<file path="src/rtl/irqclk_pkg.sv">
package irqclk_pkg;
   localparam int STAT_W    = 8;
   localparam int BIT_HIP   = 6;
   localparam int BIT_LIP   = 5;
   localparam int BIT_WARM  = 4;
   localparam int MAX_PORTS = 2;
   localparam int LANE_BITS = 2;
   // per-port lane position within the activity nibble
   localparam int LANE_RX   = 0;
   localparam int LANE_TX   = 1;
endpackage

</file>
<file path="src/rtl/isr_level_track.sv">
module isr_level_track (
   input  logic clk,
   input  logic rst_n,
   input  logic enter_hi,
   input  logic enter_lo,
   input  logic ret,
   output logic hi_q,
   output logic lo_q
);
   logic hi_n, lo_n;

   always_comb begin
      hi_n = (hi_q & ~ret) | enter_hi;
      lo_n = (lo_q & ~(ret & ~hi_q)) | enter_lo;
   end

   always_ff @(posedge clk) begin
      if (!rst_n) begin
         hi_q <= 1'b0;
         lo_q <= 1'b0;
      end else begin
         hi_q <= hi_n;
         lo_q <= lo_n;
      end
   end


   hi_entry_chk: assert property (@(posedge clk) disable iff (!rst_n)
      enter_hi |=> hi_q);

   lo_entry_chk: assert property (@(posedge clk) disable iff (!rst_n)
      enter_lo |=> lo_q);

   hi_ret_chk: assert property (@(posedge clk) disable iff (!rst_n)
      (hi_q && ret && !enter_hi) |=> !hi_q);

   lo_keep_chk: assert property (@(posedge clk) disable iff (!rst_n)
      (hi_q && ret && !enter_lo) |=> (lo_q == $past(lo_q)));
endmodule

</file>
<file path="src/rtl/xtal_warm_track.sv">
module xtal_warm_track #(
   parameter int SYNC_STAGES = 0
) (
   input  logic clk,
   input  logic rst_n,
   input  logic pd_exit,
   input  logic xtal_off_set,
   input  logic ready,
   output logic warm_q
);
   logic rdy_s;
   logic restart;

   assign restart = pd_exit | xtal_off_set;

   generate
      if (SYNC_STAGES < 0 || SYNC_STAGES > 3) begin : g_bad
         $error("xtal_warm_track: SYNC_STAGES must be 0..3");
      end
      if (SYNC_STAGES == 0) begin : g_direct
         assign rdy_s = ready;
      end else begin : g_sync
         logic [SYNC_STAGES-1:0] sh;
         always_ff @(posedge clk) begin
            if (!rst_n) sh <= '0;
            else        sh <= (sh << 1) | SYNC_STAGES'(ready);
         end
         assign rdy_s = sh[SYNC_STAGES-1];
      end
   endgenerate

   always_ff @(posedge clk) begin
      if (!rst_n)       warm_q <= 1'b1;
      else if (restart) warm_q <= 1'b0;
      else if (rdy_s)   warm_q <= 1'b1;
   end


   warm_drop_chk: assert property (@(posedge clk) disable iff (!rst_n)
      (pd_exit || xtal_off_set) |=> !warm_q);

   generate
      if (SYNC_STAGES == 0) begin : g_rdy_chk

         warm_rise_chk: assert property (@(posedge clk) disable iff (!rst_n)
            (ready && !pd_exit && !xtal_off_set) |=> warm_q);
      end
   endgenerate
endmodule

</file>
<file path="src/rtl/serial_act_track.sv">
module serial_act_track #(
   parameter bit START_WINS = 1'b1
) (
   input  logic clk,
   input  logic rst_n,
   input  logic start,
   input  logic done,
   output logic busy_q
);
   generate
      if (START_WINS) begin : g_start_first
         always_ff @(posedge clk) begin
            if (!rst_n)     busy_q <= 1'b0;
            else if (start) busy_q <= 1'b1;
            else if (done)  busy_q <= 1'b0;
         end

         act_set_chk: assert property (@(posedge clk) disable iff (!rst_n)
            start |=> busy_q);

         act_clr_chk: assert property (@(posedge clk) disable iff (!rst_n)
            (done && !start) |=> !busy_q);
      end else begin : g_done_first
         always_ff @(posedge clk) begin
            if (!rst_n)     busy_q <= 1'b0;
            else if (done)  busy_q <= 1'b0;
            else if (start) busy_q <= 1'b1;
         end

         act_set_chk: assert property (@(posedge clk) disable iff (!rst_n)
            (start && !done) |=> busy_q);

         act_clr_chk: assert property (@(posedge clk) disable iff (!rst_n)
            done |=> !busy_q);
      end
   endgenerate
endmodule

</file>
<file path="src/rtl/irq_clk_status.sv">
module irq_clk_status
   import irqclk_pkg::*;
#(
   parameter int NUM_PORTS   = 2,
   parameter int SYNC_STAGES = 0,
   parameter bit START_WINS  = 1'b1
) (
   input  logic                 clk,
   input  logic                 rst_n,
   input  logic                 irq_enter_hi,
   input  logic                 irq_enter_lo,
   input  logic                 irq_return,
   input  logic                 pd_exit,
   input  logic                 xtal_off_set,
   input  logic                 xtal_ready,
   input  logic [NUM_PORTS-1:0] tx_start,
   input  logic [NUM_PORTS-1:0] rx_start,
   input  logic [NUM_PORTS-1:0] tx_done,
   input  logic [NUM_PORTS-1:0] rx_done,
   input  logic                 swb_en,
   output logic [STAT_W-1:0]    status_o,
   output logic                 xtal_sel_ok,
   output logic                 div_wr_ok
);
   localparam int ACT_W = NUM_PORTS * LANE_BITS;

   generate
      if (NUM_PORTS < 1 || NUM_PORTS > MAX_PORTS) begin : g_bad_ports
         $error("irq_clk_status: NUM_PORTS must be 1..%0d", MAX_PORTS);
      end
   endgenerate

   logic                 hi_q, lo_q, warm_q;
   logic [NUM_PORTS-1:0] tx_busy, rx_busy;
   logic [ACT_W-1:0]     act_vec;
   logic                 act_any;

   isr_level_track u_isr (
      .clk      (clk),
      .rst_n    (rst_n),
      .enter_hi (irq_enter_hi),
      .enter_lo (irq_enter_lo),
      .ret      (irq_return),
      .hi_q     (hi_q),
      .lo_q     (lo_q)
   );

   xtal_warm_track #(.SYNC_STAGES(SYNC_STAGES)) u_warm (
      .clk          (clk),
      .rst_n        (rst_n),
      .pd_exit      (pd_exit),
      .xtal_off_set (xtal_off_set),
      .ready        (xtal_ready),
      .warm_q       (warm_q)
   );

   generate
      for (genvar p = 0; p < NUM_PORTS; p++) begin : g_port
         serial_act_track #(.START_WINS(START_WINS)) u_tx (
            .clk    (clk),
            .rst_n  (rst_n),
            .start  (tx_start[p]),
            .done   (tx_done[p]),
            .busy_q (tx_busy[p])
         );
         serial_act_track #(.START_WINS(START_WINS)) u_rx (
            .clk    (clk),
            .rst_n  (rst_n),
            .start  (rx_start[p]),
            .done   (rx_done[p]),
            .busy_q (rx_busy[p])
         );
         assign act_vec[p*LANE_BITS + LANE_RX] = rx_busy[p];
         assign act_vec[p*LANE_BITS + LANE_TX] = tx_busy[p];
      end
   endgenerate

   assign act_any = |act_vec;

   always_comb begin
      status_o           = '0;
      status_o[BIT_HIP]  = hi_q;
      status_o[BIT_LIP]  = lo_q;
      status_o[BIT_WARM] = warm_q;
      status_o[ACT_W-1:0] = act_vec;
   end

   assign xtal_sel_ok = warm_q;
   assign div_wr_ok   = ~(swb_en & act_any);


   xsel_block_chk: assert property (@(posedge clk) disable iff (!rst_n)
      ($past(rst_n) && ($past(pd_exit) || $past(xtal_off_set))) |-> !xtal_sel_ok);

   generate
      if (START_WINS) begin : g_lock_chk

         div_lock_chk: assert property (@(posedge clk) disable iff (!rst_n)
            ($past(rst_n) && $past(rx_start[0]) && swb_en) |-> !div_wr_ok);
      end
   endgenerate


   div_free_chk: assert property (@(posedge clk) disable iff (!rst_n)
      !swb_en |-> div_wr_ok);
endmodule

</file>
<file path="config.mk">
export PLATFORM = sky130hd
export DESIGN_NAME = irq_clk_status
export DESIGN_NICKNAME = d
export VERILOG_FILES = /design/src/rtl/irqclk_pkg.sv /design/src/rtl/isr_level_track.sv /design/src/rtl/xtal_warm_track.sv /design/src/rtl/serial_act_track.sv /design/src/rtl/irq_clk_status.sv
export SDC_FILE = /design/constraint.sdc
export NUM_CORES = 1
export LEC_CHECK = 0
export BUFFER_PORTS_ARGS = -buffer_cell sky130_fd_sc_hd__buf_2
export CAP_MARGIN = 20
export CORE_AREA = 4 4 41 43
export CTS_CLUSTER_SIZE = 30
export DETAILED_ROUTE_END_ITERATION = 16
export DIE_AREA = 0 0 45 47
export MAX_ROUTING_LAYER = met4
export PLACE_DENSITY = 0.54
export SETUP_SLACK_MARGIN = 0.1
export SYNTH_ARGS = -nofsm -noshare
export SYNTH_HDL_FRONTEND = slang
export SYNTH_SLANG_ARGS = --single-unit
</file>
<file path="constraint.sdc">
create_clock -name clk -period 0.9 [get_ports clk]
set_input_delay 0.18 -clock clk [delete_from_list [all_inputs] [get_ports clk]]
set_output_delay 0.18 -clock clk [all_outputs]
set_load 0.03 [all_outputs]
</file>
==> metrics.md <==
| Metric | Value |
|---|---|
| Result of the run | `finished with violations` |
| Violated checks | `setup timing` |
| DIE HEIGHT | `47 microns` |
| Number of synthesized register bits | `7` |
| Highest clock frequency the design can meet | `777.8 MHz` |
| Min-Delay Endpoint | `u_warm.warm_q$_SDFFE_PN1P_` |
| Leading cell types in the layout, fill and taps excluded | `sky130_fd_sc_hd__buf_2, sky130_fd_sc_hd__buf_6, sky130_fd_sc_hd__dfxtp_2, sky130_fd_sc_hd__o21a_1` |
| Clock Tree Buf Depth | `2` |
| Destination of the worst register-to-register timing path | `g_port[1].u_tx.busy_q$_SDFFE_PN0P_` |
| Initial core utilization | `24.33%` |
| Synth-to-layout area growth | `87.75%` |
| Synth Instances | `32` |
| RePlAce Congestion | `about 0.57` |
| Number of setup violations in the final report | `9` |
| Sum of negative setup slack | `-0.9681 ns` |
| Worst path arrival time | `1.11 ns` |
| Time the final worst path needs with I/O delays and setup | `about 1.3 ns` |
| Avg Vias per Cell | `4.160` |
| Inst Count DP | `68` |
| Maximum VDD drop | `between 600 and 700 uV` |
| Cell types occupying the most area after synthesis | `sky130_fd_sc_hd__dfxtp_1, sky130_fd_sc_hd__buf_4, sky130_fd_sc_hd__o21a_1` |
| Violation count after the first detailed-routing iteration | `1` |
| Cell accounting for the most synthesized area | `sky130_fd_sc_hd__dfxtp_1` |
| Htree depth | `1` |
| Critical Path Source Type | `register` |
| Pin count of the biggest net entering global routing | `8` |
| R2R setup slack | `-0.04 ns` |
| Number of buffers added by the clock tree synthesis step | `3` |
| Clock sink count | `7` |
| Critical Path End Type | `primary output` |
| Worst setup slack after layout | `-0.3856 ns` |
| Startpoint of the most critical hold path | `pd_exit` |
| Via Count | `312` |
| Total standard cell area after synthesis | `316.6 sq um` |
| IO Port Bufs | `25` |
| Final wirelength | `802 microns` |
| Gr usage total | `9.232%` |
| Nets | `78` |
| Total congestion overflow | `0` |
| Pleak | `0.2837 nW` |
| Clock tree root buffer cell | `sky130_fd_sc_hd__clkbuf_4` |
| Mean area per synthesized cell | `between 9 and 10 sq um` |
| Max Clock Skew | `0.00003786 ns` |
| Share of the synthesized area in the top cell type | `44.27%` |
| Overall power of the completed layout | `0.8834 mW` |
| Fin cells | `75` |
| Unrepaired setup endpoints after global routing | `true` |
| Leading cell type in the layout, fill and taps excluded | `sky130_fd_sc_hd__buf_2` |
| Seq/Total Area, Yosys | `44.27%` |
| Post-route antenna net violation count | `0` |
| Core region area | `between 1000 and 1500 sq um` |
| Total nets after synthesis | `49` |
| TritonCTS clock tree | `yes` |
| Hold violation count in the final report | `0` |
| First drt pass iteration count | `4` |
| Power density cells | `1486 nW/um^2` |
| Data required, critical path | `roughly 0.72 ns` |
| Top-level I/O count | `27` |
| Die ar. | `2115 sq um` |
| Wire length of the first global-routing pass | `1297 microns` |
| Routed wirelength normalized by instance count | `about 11 microns` |
| Row count | `13` |
| Largest fanout on the critical path | `2` |
| Worst hold path type | `primary input to register` |
| Die X | `45 microns` |
| Worst-skew pair later-pin latency | `roughly 0.24 ns` |
| Min Hold Slack | `0.1115 ns` |
| Critical register-to-register path startpoint | `g_port[1].u_tx.busy_q$_SDFFE_PN0P_` |
| Post-synth cell types | `10` |
| Max capacitance violation total | `0` |
| Fin. max-slew vios | `0` |
| Number of global-route vias before repair | `341` |
| Number of cells on the worst reg-to-reg path | `4` |
| Post-layout utilization of the core | `between 40% and 50%` |
| Hold path cells | `2` |
| Final worst-path cycle share | `142.8%` |
| Share of cells above drive strength 1 | `76.67%` |
| Antenna diode count | `0` |
| # DRC | `0` |
| Total number of yosys warnings | `0` |
| Post-CTS clock slew at the launch and capture registers of the worst setup and hold paths | `about 0.05 ns` |
| Worst setup path category | `register to primary output` |
| Initial antenna violation count | `0` |
| Half-perimeter wire length after placement | `606.8 microns` |
==> routing by layer <==
metal,global-route usage [%],vias up,wire length (microns)
met2,16.95,11,504
met1,7.991,144,248
met3,2.299,0,49
met5,-,-,0
met4,7.018,0,0
li1,-,157,-
==> stage by stage <==
| stage | setup slack (ns) | instance area [sq um] |
|---|---|---|
| floorplan | -0.1565 | 330.3 |
| global placement | -0.1491 | 444.2 |
| detailed placement | -0.1574 | 444.2 |
| CTS | -0.4000 | 563.0 |
| global route | -0.4318 | 594.3 |
| finish | -0.3856 | 594.3 |
==> what timing repair did <==
action                                  in CTS  in global routing
endpoints found under the setup margin      13                 15
gates resized for setup                     27                  6
gates cloned                                 0                  0
pin swaps                                    1                  2
hold buffers                                 0                  0
setup buffers                                2                  1
==> registers in the layout, summed over array words and instances (netlist names) <==
name / flops
g_port.u_rx.busy_q: 2
g_port.u_tx.busy_q: 2
u_isr.hi_q: 1
u_isr.lo_q: 1
u_warm.warm_q: 1
==> worst max path at each step <==
stage	from	to	slack, ns	cells after the start
2_1_floorplan	g_port[1].u_tx.busy_q$_SDFFE_PN0P_	div_wr_ok	-0.16	1
3_3_place_gp	g_port[1].u_tx.busy_q$_SDFFE_PN0P_	div_wr_ok	-0.15	2
3_5_place_dp	g_port[1].u_tx.busy_q$_SDFFE_PN0P_	div_wr_ok	-0.16	2
4_1_cts	g_port[1].u_tx.busy_q$_SDFFE_PN0P_	div_wr_ok	-0.40	2
5_1_grt	g_port[1].u_tx.busy_q$_SDFFE_PN0P_	div_wr_ok	-0.43	2
6_report	g_port[1].u_tx.busy_q$_SDFFE_PN0P_	div_wr_ok	-0.39	2
==> cell families (layout without fill, tap and decap cells) <==
group           after synthesis  count (layout)  share of synthesized area [%]
flops                         7               7                          44.27
compound gates                8               8                          20.95
simple gates                  8               8                          14.63
buf+inv                       8              36                          18.97
other cells                   1               1                          1.185
==> worst max-delay path, stage by stage (launching register included) <==
cell                      delay (ns)
sky130_fd_sc_hd__dfxtp_2        0.33
sky130_fd_sc_hd__o41ai_4        0.33
sky130_fd_sc_hd__buf_4          0.20
==> synth_stat cells (all sizes together) <==
library cell / instances
o21ai: 1
o21a: 5
nor2b: 5
o31ai: 1
buf: 8
dfxtp: 7
nor3b: 1
conb: 1
nor2: 2
o41ai: 1
==> power by group <==
part | internal (mW) | switching, mW
combinational | 0.137 | 0.113
clock | 0.169 | 0.106
sequential | 0.337 | 0.0211
total | 0.643 | 0.241
==> area by class of cell <==
cell class                      count  area, sq um
Fill cell                         144        706.9
Timing Repair Buffer               32        252.7
Sequential cell                     7        148.9
Multi-Input combinational cell     17        147.6
Clock buffer                        4        26.28
Tap cell                           15        18.77
No activity file was read; power rests on OpenSTA's default activity.
